File: config.mk
export PLATFORM = sky130hd
export DESIGN_NAME = delta_sample_out
export DESIGN_NICKNAME = d
export VERILOG_FILES = /design/src/rtl/dso_pkg.sv /design/src/rtl/dso_feed.sv /design/src/rtl/dso_shifter.sv /design/src/rtl/dso_delta.sv /design/src/rtl/delta_sample_out.sv
export SDC_FILE = /design/constraint.sdc
export NUM_CORES = 1
export LEC_CHECK = 0
export ABC_AREA = 1
export BUFFER_PORTS_ARGS = -buffer_cell sky130_fd_sc_hd__buf_2
export CORE_ASPECT_RATIO = 0.75
export CORE_UTILIZATION = 45
export CTS_CLUSTER_DIAMETER = 100
export CTS_CLUSTER_SIZE = 14
export DETAILED_ROUTE_END_ITERATION = 8
export GPL_TIMING_DRIVEN = 0
export PLACE_DENSITY = 0.66
export SYNTH_ARGS = -nofsm -noshare
export SYNTH_HDL_FRONTEND = slang
export SYNTH_HIERARCHICAL = 1
export SYNTH_SLANG_ARGS = --single-unit
File: constraint.sdc
create_clock -name clk -period 2.6 [get_ports clk]
set_input_delay 0.39 -clock clk [delete_from_list [all_inputs] [get_ports clk]]
set_output_delay 0.39 -clock clk [all_outputs]
set_load 0.02 [all_outputs]
File: src/rtl/dso_pkg.sv
package dso_pkg;

  // Operation the shifter asks of the delta counter in one cycle
  typedef enum logic [1:0] {
    DLT_HOLD = 2'd0,
    DLT_UP   = 2'd1,
    DLT_DOWN = 2'd2
  } dlt_op_e;

endpackage

File: src/rtl/dso_feed.sv
// One-byte holding buffer between the fetch engine and the shifter.
module dso_feed #(
  parameter int unsigned BYTE_W = 8
) (
  input  logic              clk,
  input  logic              rst_n,
  input  logic              in_valid_i,
  input  logic [BYTE_W-1:0] in_byte_i,
  input  logic              take_i,
  output logic              held_o,
  output logic [BYTE_W-1:0] held_byte_o
);

  logic              full_q, full_d;
  logic [BYTE_W-1:0] byte_q, byte_d;
  logic              byte_en;

  // A new byte always lands here; it overwrites a held byte if one is waiting
  always_comb begin
    full_d  = full_q;
    byte_d  = byte_q;
    byte_en = 1'b0;
    if (in_valid_i) begin
      full_d  = 1'b1;
      byte_d  = in_byte_i;
      byte_en = 1'b1;
    end else if (take_i) begin
      full_d  = 1'b0;
    end
  end

  always_ff @(posedge clk or negedge rst_n) begin
    if (!rst_n) begin
      full_q <= 1'b0;
    end else begin
      full_q <= full_d;
    end
  end

  always_ff @(posedge clk or negedge rst_n) begin
    if (!rst_n) begin
      byte_q <= '0;
    end else if (byte_en) begin
      byte_q <= byte_d;
    end
  end

  assign held_o      = full_q;
  assign held_byte_o = byte_q;

endmodule

File: src/rtl/dso_shifter.sv
// Serializer: plays one bit per tick, LSB first, and requests counter steps.
module dso_shifter
  import dso_pkg::*;
#(
  parameter int unsigned BYTE_W = 8
) (
  input  logic              clk,
  input  logic              rst_n,
  input  logic              tick_i,
  input  logic              held_i,
  input  logic [BYTE_W-1:0] held_byte_i,
  output logic              take_o,
  output dlt_op_e           op_o
);

  localparam int unsigned LEFT_W = $clog2(BYTE_W + 1);
  localparam logic [LEFT_W-1:0] LEFT_FULL = LEFT_W'(BYTE_W);

  logic [BYTE_W-1:0] sh_q, sh_d;
  logic [LEFT_W-1:0] left_q, left_d;
  logic              empty;
  logic              step;

  assign empty  = (left_q == '0);
  assign step   = tick_i && !empty;
  assign take_o = empty && held_i;

  always_comb begin
    sh_d   = sh_q;
    left_d = left_q;
    if (take_o) begin
      sh_d   = held_byte_i;
      left_d = LEFT_FULL;
    end else if (step) begin
      sh_d   = {1'b0, sh_q[BYTE_W-1:1]};
      left_d = left_q - 1'b1;
    end
  end

  always_comb begin
    op_o = DLT_HOLD;
    if (step) begin
      op_o = sh_q[0] ? DLT_UP : DLT_DOWN;
    end
  end

  always_ff @(posedge clk or negedge rst_n) begin
    if (!rst_n) begin
      sh_q   <= '0;
      left_q <= '0;
    end else if (take_o || step) begin
      sh_q   <= sh_d;
      left_q <= left_d;
    end
  end

endmodule

File: src/rtl/dso_delta.sv
// Clipping up/down counter plus the separately loaded output LSB.
module dso_delta
  import dso_pkg::*;
#(
  parameter int unsigned CNT_W = 6,
  parameter int unsigned LD_W  = 8
) (
  input  logic             clk,
  input  logic             rst_n,
  input  dlt_op_e          op_i,
  input  logic             ld_we_i,
  input  logic [LD_W-1:0]  ld_data_i,
  output logic [CNT_W:0]   code_o
);

  localparam logic [CNT_W-1:0] CNT_MAX = {CNT_W{1'b1}};
  localparam logic [CNT_W-1:0] CNT_MIN = '0;

  logic [CNT_W-1:0] cnt_q, cnt_d;
  logic             lsb_q, lsb_d;
  logic             cnt_en;

  generate
    if (LD_W > CNT_W + 1) begin : g_ld_spare
      logic unused_ld_hi;
      assign unused_ld_hi = ^ld_data_i[LD_W-1:CNT_W+1];
    end
  endgenerate

  // The direct load has priority over any delta step in the same cycle
  always_comb begin
    cnt_d  = cnt_q;
    lsb_d  = lsb_q;
    cnt_en = 1'b0;
    if (ld_we_i) begin
      cnt_d  = ld_data_i[CNT_W:1];
      lsb_d  = ld_data_i[0];
      cnt_en = 1'b1;
    end else begin
      unique case (op_i)
        DLT_UP: begin
          if (cnt_q != CNT_MAX) begin
            cnt_d  = cnt_q + 1'b1;
            cnt_en = 1'b1;
          end
        end
        DLT_DOWN: begin
          if (cnt_q != CNT_MIN) begin
            cnt_d  = cnt_q - 1'b1;
            cnt_en = 1'b1;
          end
        end
        default: cnt_en = 1'b0;
      endcase
    end
  end

  always_ff @(posedge clk or negedge rst_n) begin
    if (!rst_n) begin
      cnt_q <= '0;
    end else if (cnt_en) begin
      cnt_q <= cnt_d;
    end
  end

  always_ff @(posedge clk or negedge rst_n) begin
    if (!rst_n) begin
      lsb_q <= 1'b0;
    end else if (ld_we_i) begin
      lsb_q <= lsb_d;
    end
  end

  assign code_o = {cnt_q, lsb_q};

endmodule

File: src/rtl/delta_sample_out.sv
module delta_sample_out
  import dso_pkg::*;
#(
  parameter int unsigned CNT_W  = 6,
  parameter int unsigned BYTE_W = 8,
  parameter int unsigned LD_W   = 8
) (
  input  logic              clk,
  input  logic              rst_n,
  input  logic              tick_i,
  input  logic              smp_valid_i,
  input  logic [BYTE_W-1:0] smp_byte_i,
  input  logic              ld_we_i,
  input  logic [LD_W-1:0]   ld_data_i,
  output logic [CNT_W:0]    code_o
);

  // Reset asserts asynchronously and releases on a clock edge
  logic rst_meta_q, rst_sync_n;

  always_ff @(posedge clk or negedge rst_n) begin
    if (!rst_n) begin
      rst_meta_q <= 1'b0;
      rst_sync_n <= 1'b0;
    end else begin
      rst_meta_q <= 1'b1;
      rst_sync_n <= rst_meta_q;
    end
  end

  logic              held_w;
  logic [BYTE_W-1:0] held_byte_w;
  logic              take_w;
  dlt_op_e           op_w;

  dso_feed #(.BYTE_W(BYTE_W)) i_feed (
    .clk         (clk),
    .rst_n       (rst_sync_n),
    .in_valid_i  (smp_valid_i),
    .in_byte_i   (smp_byte_i),
    .take_i      (take_w),
    .held_o      (held_w),
    .held_byte_o (held_byte_w)
  );

  dso_shifter #(.BYTE_W(BYTE_W)) i_shift (
    .clk         (clk),
    .rst_n       (rst_sync_n),
    .tick_i      (tick_i),
    .held_i      (held_w),
    .held_byte_i (held_byte_w),
    .take_o      (take_w),
    .op_o        (op_w)
  );

  dso_delta #(.CNT_W(CNT_W), .LD_W(LD_W)) i_delta (
    .clk       (clk),
    .rst_n     (rst_sync_n),
    .op_i      (op_w),
    .ld_we_i   (ld_we_i),
    .ld_data_i (ld_data_i),
    .code_o    (code_o)
  );

endmodule

# After elaboration in Yosys (flattened, before gate mapping)
# Cells that the tools add are included.
# totals
reg_bits	30
latch_bits	0
ram_bits	0
mem_bits_ro	0
inputBits	21
out_inout_bits	7
word_cells	45
n_memories	0
# classes
addsub	3
n_mul	0
n_div	0
order_cmp	0
eq_ne	5
shifts	0
n_mux	17
n_bitwise	0
n_reduce_logical	12
# ops
cell	n
6-bit two-way mux	3
8-bit two-way mux	2
6-bit case mux with 2 select lines	1
4-bit two-way mux	2
6-bit by 1-bit adder with 6-bit output, second input constant	1
1-bit two-way mux	6
3-bit by 2-bit inequality test with 1-bit output, second input constant	2
6-bit inequality test, second input constant	1
6-bit nonzero test	1
6-bit by 1-bit subtractor with 6-bit output, second input constant	1
4-bit logical NOT	1
2-bit two-way mux	2
2-bit AND reduction	2
4-bit AND reduction	1
2-bit nonzero test	2
4-bit by 1-bit subtractor with 4-bit output, second input constant	1
3-bit nonzero test	1
2-bit by 1-bit equality test with 1-bit output, second input constant	1
2-bit equality test, second input constant	1
1-bit logical AND	2
1-bit case mux with 2 select lines	1
1-bit logical NOT	1
1-bit logical OR	1

# Longest topological paths before layout
# Gate-level depths: netlist of the first run.
# depth
word_depth	8
ltp_mapped	22
depth_no_buf	19

# Modules after synthesis
# Netlist of the first run, hierarchy kept.
# modules_own_cells
mod	instances	cells_per_inst	area_per_inst_um2	seq_area_each_um2
dso_delta	1	120	711.9	175.2
dso_shifter	1	88	684.4	300.3
dso_feed	1	38	341.6	225.2
delta_sample_out	1	3	53.8	50.0

# Worst setup path after synthesis of the first run
# Ideal clock, no wire load.
# synth_timing
path_type	flip-flop to flip-flop
start	register i_shift.left_q[0]
end	register i_delta.cnt_q[2]
setup_time_ns	0.076
t_arrival_ns	2.389
required_ns	2.524
slack_ns	0.134
path_stages_with_launch	22
path_buffers	3
period_less_slack_ns	2.466
cell_sequence	dfrtp_1 -> inv_1 -> ha_1 -> buf_2 -> nand2_2 -> nand2_4 -> buf_6 -> nor2_1 -> inv_1 -> ha_1 -> buf_6 -> inv_2 -> nand2_1 -> nand2_1 -> inv_1 -> ha_1 -> inv_1 -> nand2_1 -> xor2_1 -> o21ai_0 -> nand2_1 -> o21ai_1
# synth_between
elab_chain_cells	8
elab_cells_between_ends	14
cone_classes	4 x eq/ne; 5 x mux; 5 x reduce/logical
# synth_rtl
item	line_no	text
from (decl)	dso_shifter.sv:20	logic [LEFT_W-1:0] left_q, left_d;
from (signal assigned)	dso_shifter.sv:53	left_q <= left_d;
4-bit logical NOT *	dso_shifter.sv:24	assign empty = (left_q == '0);
1-bit logical NOT *	dso_shifter.sv:25	assign step = tick_i && !empty;
1-bit logical AND *	dso_shifter.sv:25	
2-bit two-way mux *	dso_shifter.sv:42	if (step) begin
via op_w[0]	delta_sample_out.sv:34	dlt_op_e op_w;
2-bit equality test / 2-bit by 1-bit equality test with 1-bit output (equally long branches)	dso_delta.sv:40	unique case (op_i)
1-bit case mux with 2 select lines	dso_delta.sv:40	
1-bit two-way mux	dso_delta.sv:35	if (ld_we_i) begin
4-bit AND reduction (no line)	-	
to (signal assigned)	dso_delta.sv:62	cnt_q <= cnt_d;
to (decl)	dso_delta.sv:19	logic [CNT_W-1:0] cnt_q, cnt_d;
# Mark *: on every way through the listed nets, which the timed path passes. The rest lies on a longest branch.
# A chain may end at the register's enable or synchronous reset.

# Final worst setup path of the first run
# layout_timing
start	register i_shift.left_q[1]
end	register i_delta.cnt_q[2]
# Same word-level chain as after synthesis.

==> impl_metrics.env, run 1 <==
export IMPL_fp_dieW_um=74.9
export IMPL_fp_dieH_um=56.6
export IMPL_via_per_inst=4.70
export IMPL_hold_path_depth=3
export IMPL_switching_power_mw=0.955
export IMPL_p_total_mw=2.19
export IMPL_synth_ff_type="dfrtp_1"
export IMPL_end_kind="register"
export IMPL_vias=1587
export IMPL_setup_viol=0
export IMPL_ys_seq_area_share_pct=41.9
export IMPL_drtPass1Iterations=4
export IMPL_path_class="register to register"
export IMPL_async_flop_share_pct=100
export IMPL_place_hpwl_mm=2.66
export IMPL_cp_required_ns=2.81
export IMPL_synth_cell_area_mm2=0.00179
export IMPL_wl_per_cell_um=11.0
export IMPL_p_leak_nw=1.19
export IMPL_cts_tree="yes"
export IMPL_startpoint_type="register"
export IMPL_grt_pass1_vias=1400
export IMPL_multi_input_area_um2=883
export IMPL_path_clk_slew_ns=0.06
export IMPL_finalWirelength_mm=3.70
export IMPL_finalSetupTns_ns=0
export IMPL_place_area_mm2=0.00198
export IMPL_ys_types=24
export IMPL_synth_edf_count=0
export IMPL_intPower_mw=1.24
export IMPL_finish_instance_area_mm2=0.00213
export IMPL_initial_core_util_pct=48.0
export IMPL_antenna_found_initial=0
export IMPL_rr_worst_depth=19
export IMPL_cts_max_level=2
export IMPL_synth_top_cell_by_area="dfrtp_1"
export IMPL_cts_made_buffers=5
export IMPL_rsz0062_at_grt="false"
export IMPL_die_area_mm2=0.00424
export IMPL_synth_most_common_cell="nand2_1"
export IMPL_hold_slack_ns=0.302
export IMPL_maxCapViolations=0
export IMPL_max_freq_mhz=425
export IMPL_grt_max_degree=29
export IMPL_fin_skew_ns=0.00492
export IMPL_synth_area_leaders="dfrtp_1 (42%), nand2_1 (22%), nand3_1 (8.7%)"
export IMPL_fillers=395
export IMPL_p_clk_share_pct=18.0
export IMPL_place_gp_congestion=0.874
export IMPL_grt_use_total_pct=20.5
export IMPL_drtAntennaViolNets=0
export IMPL_worst_pin_slew_ns=1.17
export IMPL_cts_root_buffer="clkbuf_8"
export IMPL_grt_first_pass_wirelength_mm=6.38
export IMPL_ios=28
export IMPL_ff_latch_area_um2=751
export IMPL_sw_frac_of_total_pct=43.6
export IMPL_period_needed_ns=2.36
export IMPL_synth_nets=275
export IMPL_drive_gt1_share_pct=22.0
export IMPL_crit_path_max_fanout=16
export IMPL_ys_ff_latch=30
export IMPL_layout_nets=311
export IMPL_synth_commonest_cells="nand2_1 (103), nand3_1 (31), dfrtp_1 (30)"
export IMPL_drt_drc_violations_left=0
export IMPL_rows=19
export IMPL_drtIter0Drc=101
export IMPL_coreArea_mm2=0.00373
export IMPL_cts_sinks=30
export IMPL_area_delta_synth_final_pct=18.6
export IMPL_finalHoldViolCount=0
export IMPL_slew_violations=0
export IMPL_clock_latency_ns=0.28
export IMPL_ir_drop_v=0.000535
export IMPL_p_seq_share_pct=33.7
export IMPL_power_density_mw_per_mm2=1030
export IMPL_overflow=0
export IMPL_synth_top_area_share_pct=41.9
export IMPL_hp_class="input port to register"
export IMPL_p_comb_share_pct=48.4
export IMPL_max_slew_margin_rel_pct=22.1
export IMPL_diodes=0
export IMPL_finalCritPeriodShare_pct=90.6
export IMPL_status="finished clean"
export IMPL_syn_area_per_cell_um2=7.20
export IMPL_postSynthCellCount=249
export IMPL_io_buffers=25
export IMPL_yosys_warnings=6
export IMPL_cts_max_path_buffers=2
export IMPL_cp_data_arrival_time_ns=2.57
==> cell type report <==
class                   instances  area share (%)
multi-input cells             183            41.6
flip-flops and latches         30            35.3
repair buffers                 31            8.12
inverters                      27            4.77
clock buffers                   6            3.88
well taps                      52            3.06
plain buffers                   7            2.71
clock inverters                 2           0.589
==> state kept, by name, indices dropped and copies added, names as in the netlist <==
signal	flops
i_feed/held_o	1
i_feed/held_byte_o	8
i_shift/left_q	4
rst_meta_q	1
i_shift/sh_q	8
i_delta/lsb_q	1
rst_sync_n	1
i_delta/cnt_q	6
==> power groups by stage <==
stage               clock (mW)  sequential (mW)  combinational (mW)
floorplan                    0            0.749               0.759
global placement             0            0.746               0.967
CTS                      0.408            0.737                1.02
finish                   0.394            0.739                1.06
global route             0.433            0.759                1.22
detailed placement           0            0.748               0.982
==> critical path: stages (launching register included) <==
cell     delay, ns
dfrtp_1       0.35
inv_1         0.06
ha_4          0.17
nand2_2       0.08
nand2_4       0.12
nor2_2        0.14
inv_1         0.07
ha_1          0.20
buf_6         0.14
inv_2         0.07
nand2_1       0.06
nand2_2       0.07
inv_1         0.04
ha_1          0.17
inv_1         0.05
nand2_1       0.07
xor2_1        0.16
o21ai_1       0.14
nand2_1       0.06
o21ai_1       0.07
==> layer usage <==
| layer | GRT usage, % | part of all wire (%) |
|---|---|---|
| met1 | 32.5 | 57 |
| met2 | 25.9 | 39 |
| met4 | 5.66 | 0.38 |
| met3 | 7.00 | 4.2 |
| met5 | 0 | 0 |
==> stage by stage <==
| stage | worst slack (ns) | utilization [%] | std cells |
|---|---|---|---|
| after floorplan | 0.134 | - | 249 |
| after global placement | -0.124 | 53.1 | 326 |
| after detailed placement | -0.162 | 53.1 | 326 |
| after CTS | 0.0373 | 56.4 | 335 |
| after global routing | 0.0139 | 57.0 | 338 |
| final | 0.244 | 57.0 | 338 |
==> final timing paths <==
check,end,startpoint,slack (ns)
worst max-delay path,i_delta/cnt_q[2],i_shift/left_q[1],0.24
worst min-delay path,i_delta/lsb_q,ld_data_i[0],0.30
worst max register to register,i_delta/cnt_q[2],i_shift/left_q[1],0.24
worst min register to register,rst_sync_n,rst_meta_q,0.36
max in group asynchronous,i_shift/left_q[1],rst_sync_n,1.41
min in group asynchronous,rst_sync_n,rst_n,0.42
==> cell usage in the layout (no fill, tap or decap), drive strengths merged <==
cell / Yosys / routed
nor2: 15 / 15
conb: 1 / 1
o21ai: 6 / 6
nand4: 8 / 8
nor3: 1 / 1
nand2: 109 / 109
xnor2: 1 / 1
ha: 5 / 5
xor2: 2 / 2
clkinv: 0 / 1
dfrtp: 30 / 30
buf: 8 / 36
clkbuf: 1 / 7
a21oi: 2 / 2
clkinvlp: 0 / 1
nand3: 33 / 33
inv: 27 / 27
dlygate4sd3: 0 / 1
==> cell families after synthesis <==
group | count (synthesis) | share of synthesized area, %
compound gates | 8 | 2.23
xor+xnor | 3 | 1.47
fa+ha+maj | 5 | 3.49
buf+inv | 36 | 9.78
flops | 30 | 41.9
other cells | 1 | 0.209
simple gates | 166 | 40.9
==> timing repair <==
action	CTS	global route
resized for setup	4	2
pin swaps	0	1
hold buffers	1	0
endpoints found under the setup margin	2	2
gates cloned	0	0
hold endpoints to repair	2	0
buffers inserted	1	4
Power figures use the tool's default switching activity.
==> run 2, diff against run 1 <==
- PLACE_DENSITY: 0.66 -> 0.67
- SYNTH_HIERARCHICAL: 1 -> not set
==> impl_metrics.env, run 2 <==
export IMPL_coreArea_mm2=0.00331
export IMPL_final_common_cell="nand2_1"
export IMPL_cts_tree="yes"
export IMPL_path_delay_family="simple AND/OR/NAND/NOR gates"
export IMPL_cts_max_path_buffers=2
export IMPL_ff_latch_area_um2=751
export IMPL_synth_cell_area_mm2=0.00157
export IMPL_cts_made_buffers=5
export IMPL_fin_skew_ns=0.00359
export IMPL_stdcell_count=267
export IMPL_switching_power_mw=0.732
export IMPL_maxCapViolations=0
export IMPL_ys_ff_latch=30
export IMPL_async_flop_share_pct=100
export IMPL_finalHoldViolCount=0
export IMPL_fp_dieH_um=53.1
export IMPL_max_freq_mhz=512
export IMPL_die_area_mm2=0.00372
export IMPL_rsz0062_at_grt="false"
export IMPL_max_slew_margin_rel_pct=25.3
export IMPL_synth_area_leaders="dfrtp_1 (48%), nand2_1 (12%), o21ai_0 (8.6%)"
export IMPL_cp_required_ns=2.77
export IMPL_slew_violations=0
export IMPL_worst_pin_slew_ns=1.12
export IMPL_path_class="register to register"
export IMPL_r2r_start="i_shift.left_q[0]"
export IMPL_antenna_found_initial=0
export IMPL_grt_max_degree=29
export IMPL_cts_root_buffer="clkbuf_8"
export IMPL_power_density_mw_per_mm2=974
export IMPL_end_kind="register"
export IMPL_setup_viol=0
export IMPL_status="finished clean"
export IMPL_io_buffers=24
export IMPL_syn_area_per_cell_um2=8.03
export IMPL_sw_frac_of_total_pct=41.2
export IMPL_synth_top_cell_by_area="dfrtp_1"
export IMPL_startpoint="i_shift.left_q[0]"
export IMPL_placed_cells=259
export IMPL_area_delta_synth_final_pct=16.5
export IMPL_cts_sinks=30
export IMPL_hp_class="input port to register"
export IMPL_synth_edf_count=0
export IMPL_cts_repair_resized=0
export IMPL_synth_ff_type="dfrtp_1"
export IMPL_vias=1339
export IMPL_initial_core_util_pct=47.3
export IMPL_place_hpwl_mm=2.36
export IMPL_overflow=0
export IMPL_ios=28
export IMPL_post_cts_buffers=0
export IMPL_layout_nets=251
export IMPL_p_seq_share_pct=39.4
export IMPL_finalSetupTns_ns=0
export IMPL_crit_slowest_cell="dfrtp_1"
export IMPL_cp_data_arrival_time_ns=2.12
export IMPL_critPathMaxStageDelay_ns=0.32
export IMPL_path_depth=15
export IMPL_cp_common_cell="nand2_1"
export IMPL_drtPass1Iterations=4
export IMPL_startpoint_type="register"
export IMPL_grt_pass1_vias=1211
export IMPL_fillers=318
export IMPL_p_comb_share_pct=40.9
export IMPL_diodes=0
export IMPL_place_gp_congestion=0.918
export IMPL_layout_common_cells="nand2_1 (52), dfrtp_1 (30), o21ai_0 (27)"
export IMPL_drtAntennaViolNets=0
export IMPL_drtIter0Drc=118
export IMPL_intPower_mw=1.04
export IMPL_period_needed_ns=1.95
export IMPL_final_util_pct=55.1
export IMPL_ys_types=29
export IMPL_path_clk_slew_ns=0.06
export IMPL_critPathCapture="i_delta.cnt_q[4]"
export IMPL_synth_most_common_cell="nand2_1"
export IMPL_grt_use_total_pct=19.8
export IMPL_rr_worst_depth=15
export IMPL_reg2reg_to="i_delta.cnt_q[4]"
export IMPL_yosys_warnings=0
export IMPL_drive_gt1_share_pct=18.9
export IMPL_synth_commonest_cells="nand2_1 (52), dfrtp_1 (30), o21ai_0 (27)"
export IMPL_ys_seq_area_share_pct=48.0
export IMPL_postSynthCellCount=195
export IMPL_finalCritPeriodShare_pct=75.1
export IMPL_grt_first_pass_wirelength_mm=5.47
export IMPL_p_leak_nw=0.955
export IMPL_synth_top_area_share_pct=48.0
export IMPL_finalWirelength_mm=3.21
export IMPL_p_clk_share_pct=19.7
export IMPL_multi_input_area_um2=692
export IMPL_drt_drc_violations_left=0
export IMPL_clock_latency_ns=0.28
export IMPL_crit_path_max_fanout=7
export IMPL_wl_per_cell_um=12.0
export IMPL_cts_max_level=2
export IMPL_fp_dieW_um=70.1
export IMPL_via_per_inst=5.01
export IMPL_crit_chain="inv_1 > ha_1 > nand2_4 > nand3_4 > nand2_1 > nand2_1 > inv_1 > ha_1 > inv_1 > nand2_1 > nand3_1 > o21ai_1 > nand3_1 > nand3_1 > nand2_1"
export IMPL_cp_buffers_inverters=3
export IMPL_r2r_slack_ns=0.65
export IMPL_rows=18
export IMPL_synth_nets=219
export IMPL_ir_drop_v=0.000431
-- run 2: cell count changes after synthesis, moves of 4 or more --
| cell | previous run | this run |
|---|---|---|
| nand4_1 | 8 | 4 |
| buf_6 | 4 | 0 |
| nand2_1 | 103 | 52 |
| nand3_1 | 31 | 12 |
| o21ai_0 | 4 | 27 |
-- run 2: repair_timing --
item | CTS | global route
hold buffers | 1 | 0
hold endpoints to repair | 2 | 0
setup endpoints to repair | 0 | 0
-- run 2: per-layer routing --
metal  global-route usage, %  share of wire [%]  up-vias
met1                    26.4                 53      599
li1                        -                  -      692
met3                    7.43                7.1        5
met5                       0                  0        -
met2                    30.0                 39       43
met4                    6.33                1.1        0
-- run 2: cell families (layout without fill, tap and decap cells) --
family	after synthesis	in the layout	share of synthesized area (%)
AOI/OAI and AO/OA	39	39	14.1
adders and majority gates	3	3	2.40
xor gates and xnor gates	3	3	1.68
DFF	30	30	48.0
buffers and inverters	31	63	7.83
and+or+nand+nor	88	88	25.7
other	1	1	0.240
-- run 2: power by group through the flow --
stage,clock (mW),combinational (mW),sequential (mW)
floorplan,0,0.526,0.724
global placement,0,0.710,0.706
detailed placement,0,0.723,0.708
CTS,0.361,0.727,0.699
global route,0.386,0.848,0.722
finish,0.350,0.726,0.700
-- run 2: worst register-to-register path, stage by stage, from the launching register on --
cell	delay (ns)
dfrtp_1	0.32
inv_1	0.08
ha_1	0.24
nand2_4	0.13
nand3_4	0.12
nand2_1	0.11
nand2_1	0.08
inv_1	0.06
ha_1	0.14
inv_1	0.06
nand2_1	0.07
nand3_1	0.11
o21ai_1	0.14
nand3_1	0.07
nand3_1	0.07
nand2_1	0.05
-- run 2: final cells by class --
type                    count  share of cell area [%]
flip-flops and latches     30                    41.2
multi-input cells         134                    37.9
repair buffers             25                    7.13
inverters                  26                    5.35
clock buffers               5                    3.77
well taps                  40                    2.74
plain buffers               5                    1.37
clock inverters             2                   0.549
-- run 2: how the worst min path moves through the flow --
| stage | start | endpoint | slack [ns] | cells past startpoint |
|---|---|---|---|---|
| after CTS | smp_byte_i[1] | i_feed.held_byte_o[1] | 0.30 | 3 |
| after global placement | rst_n | rst_meta_q | 0.18 | 1 |
| after floorplan | rst_n | rst_meta_q | 0.09 | 0 |
| final | smp_byte_i[0] | i_feed.held_byte_o[0] | 0.30 | 3 |
| after detailed placement | rst_n | rst_meta_q | 0.18 | 1 |
| after global routing | smp_byte_i[0] | i_feed.held_byte_o[0] | 0.30 | 3 |
-- run 2: per-stage QoR --
stage	total power, mW	area (um^2)	setup slack, ns	hold WS, ns
4_1_cts	1.79	1820	0.659	0.302
2_1_floorplan	1.25	1570	0.892	0.0944
3_5_place_dp	1.43	1740	0.675	0.181
3_3_place_gp	1.42	1740	0.719	0.177
5_1_grt	1.95	1820	0.502	0.297
6_report	1.78	1820	0.647	0.305
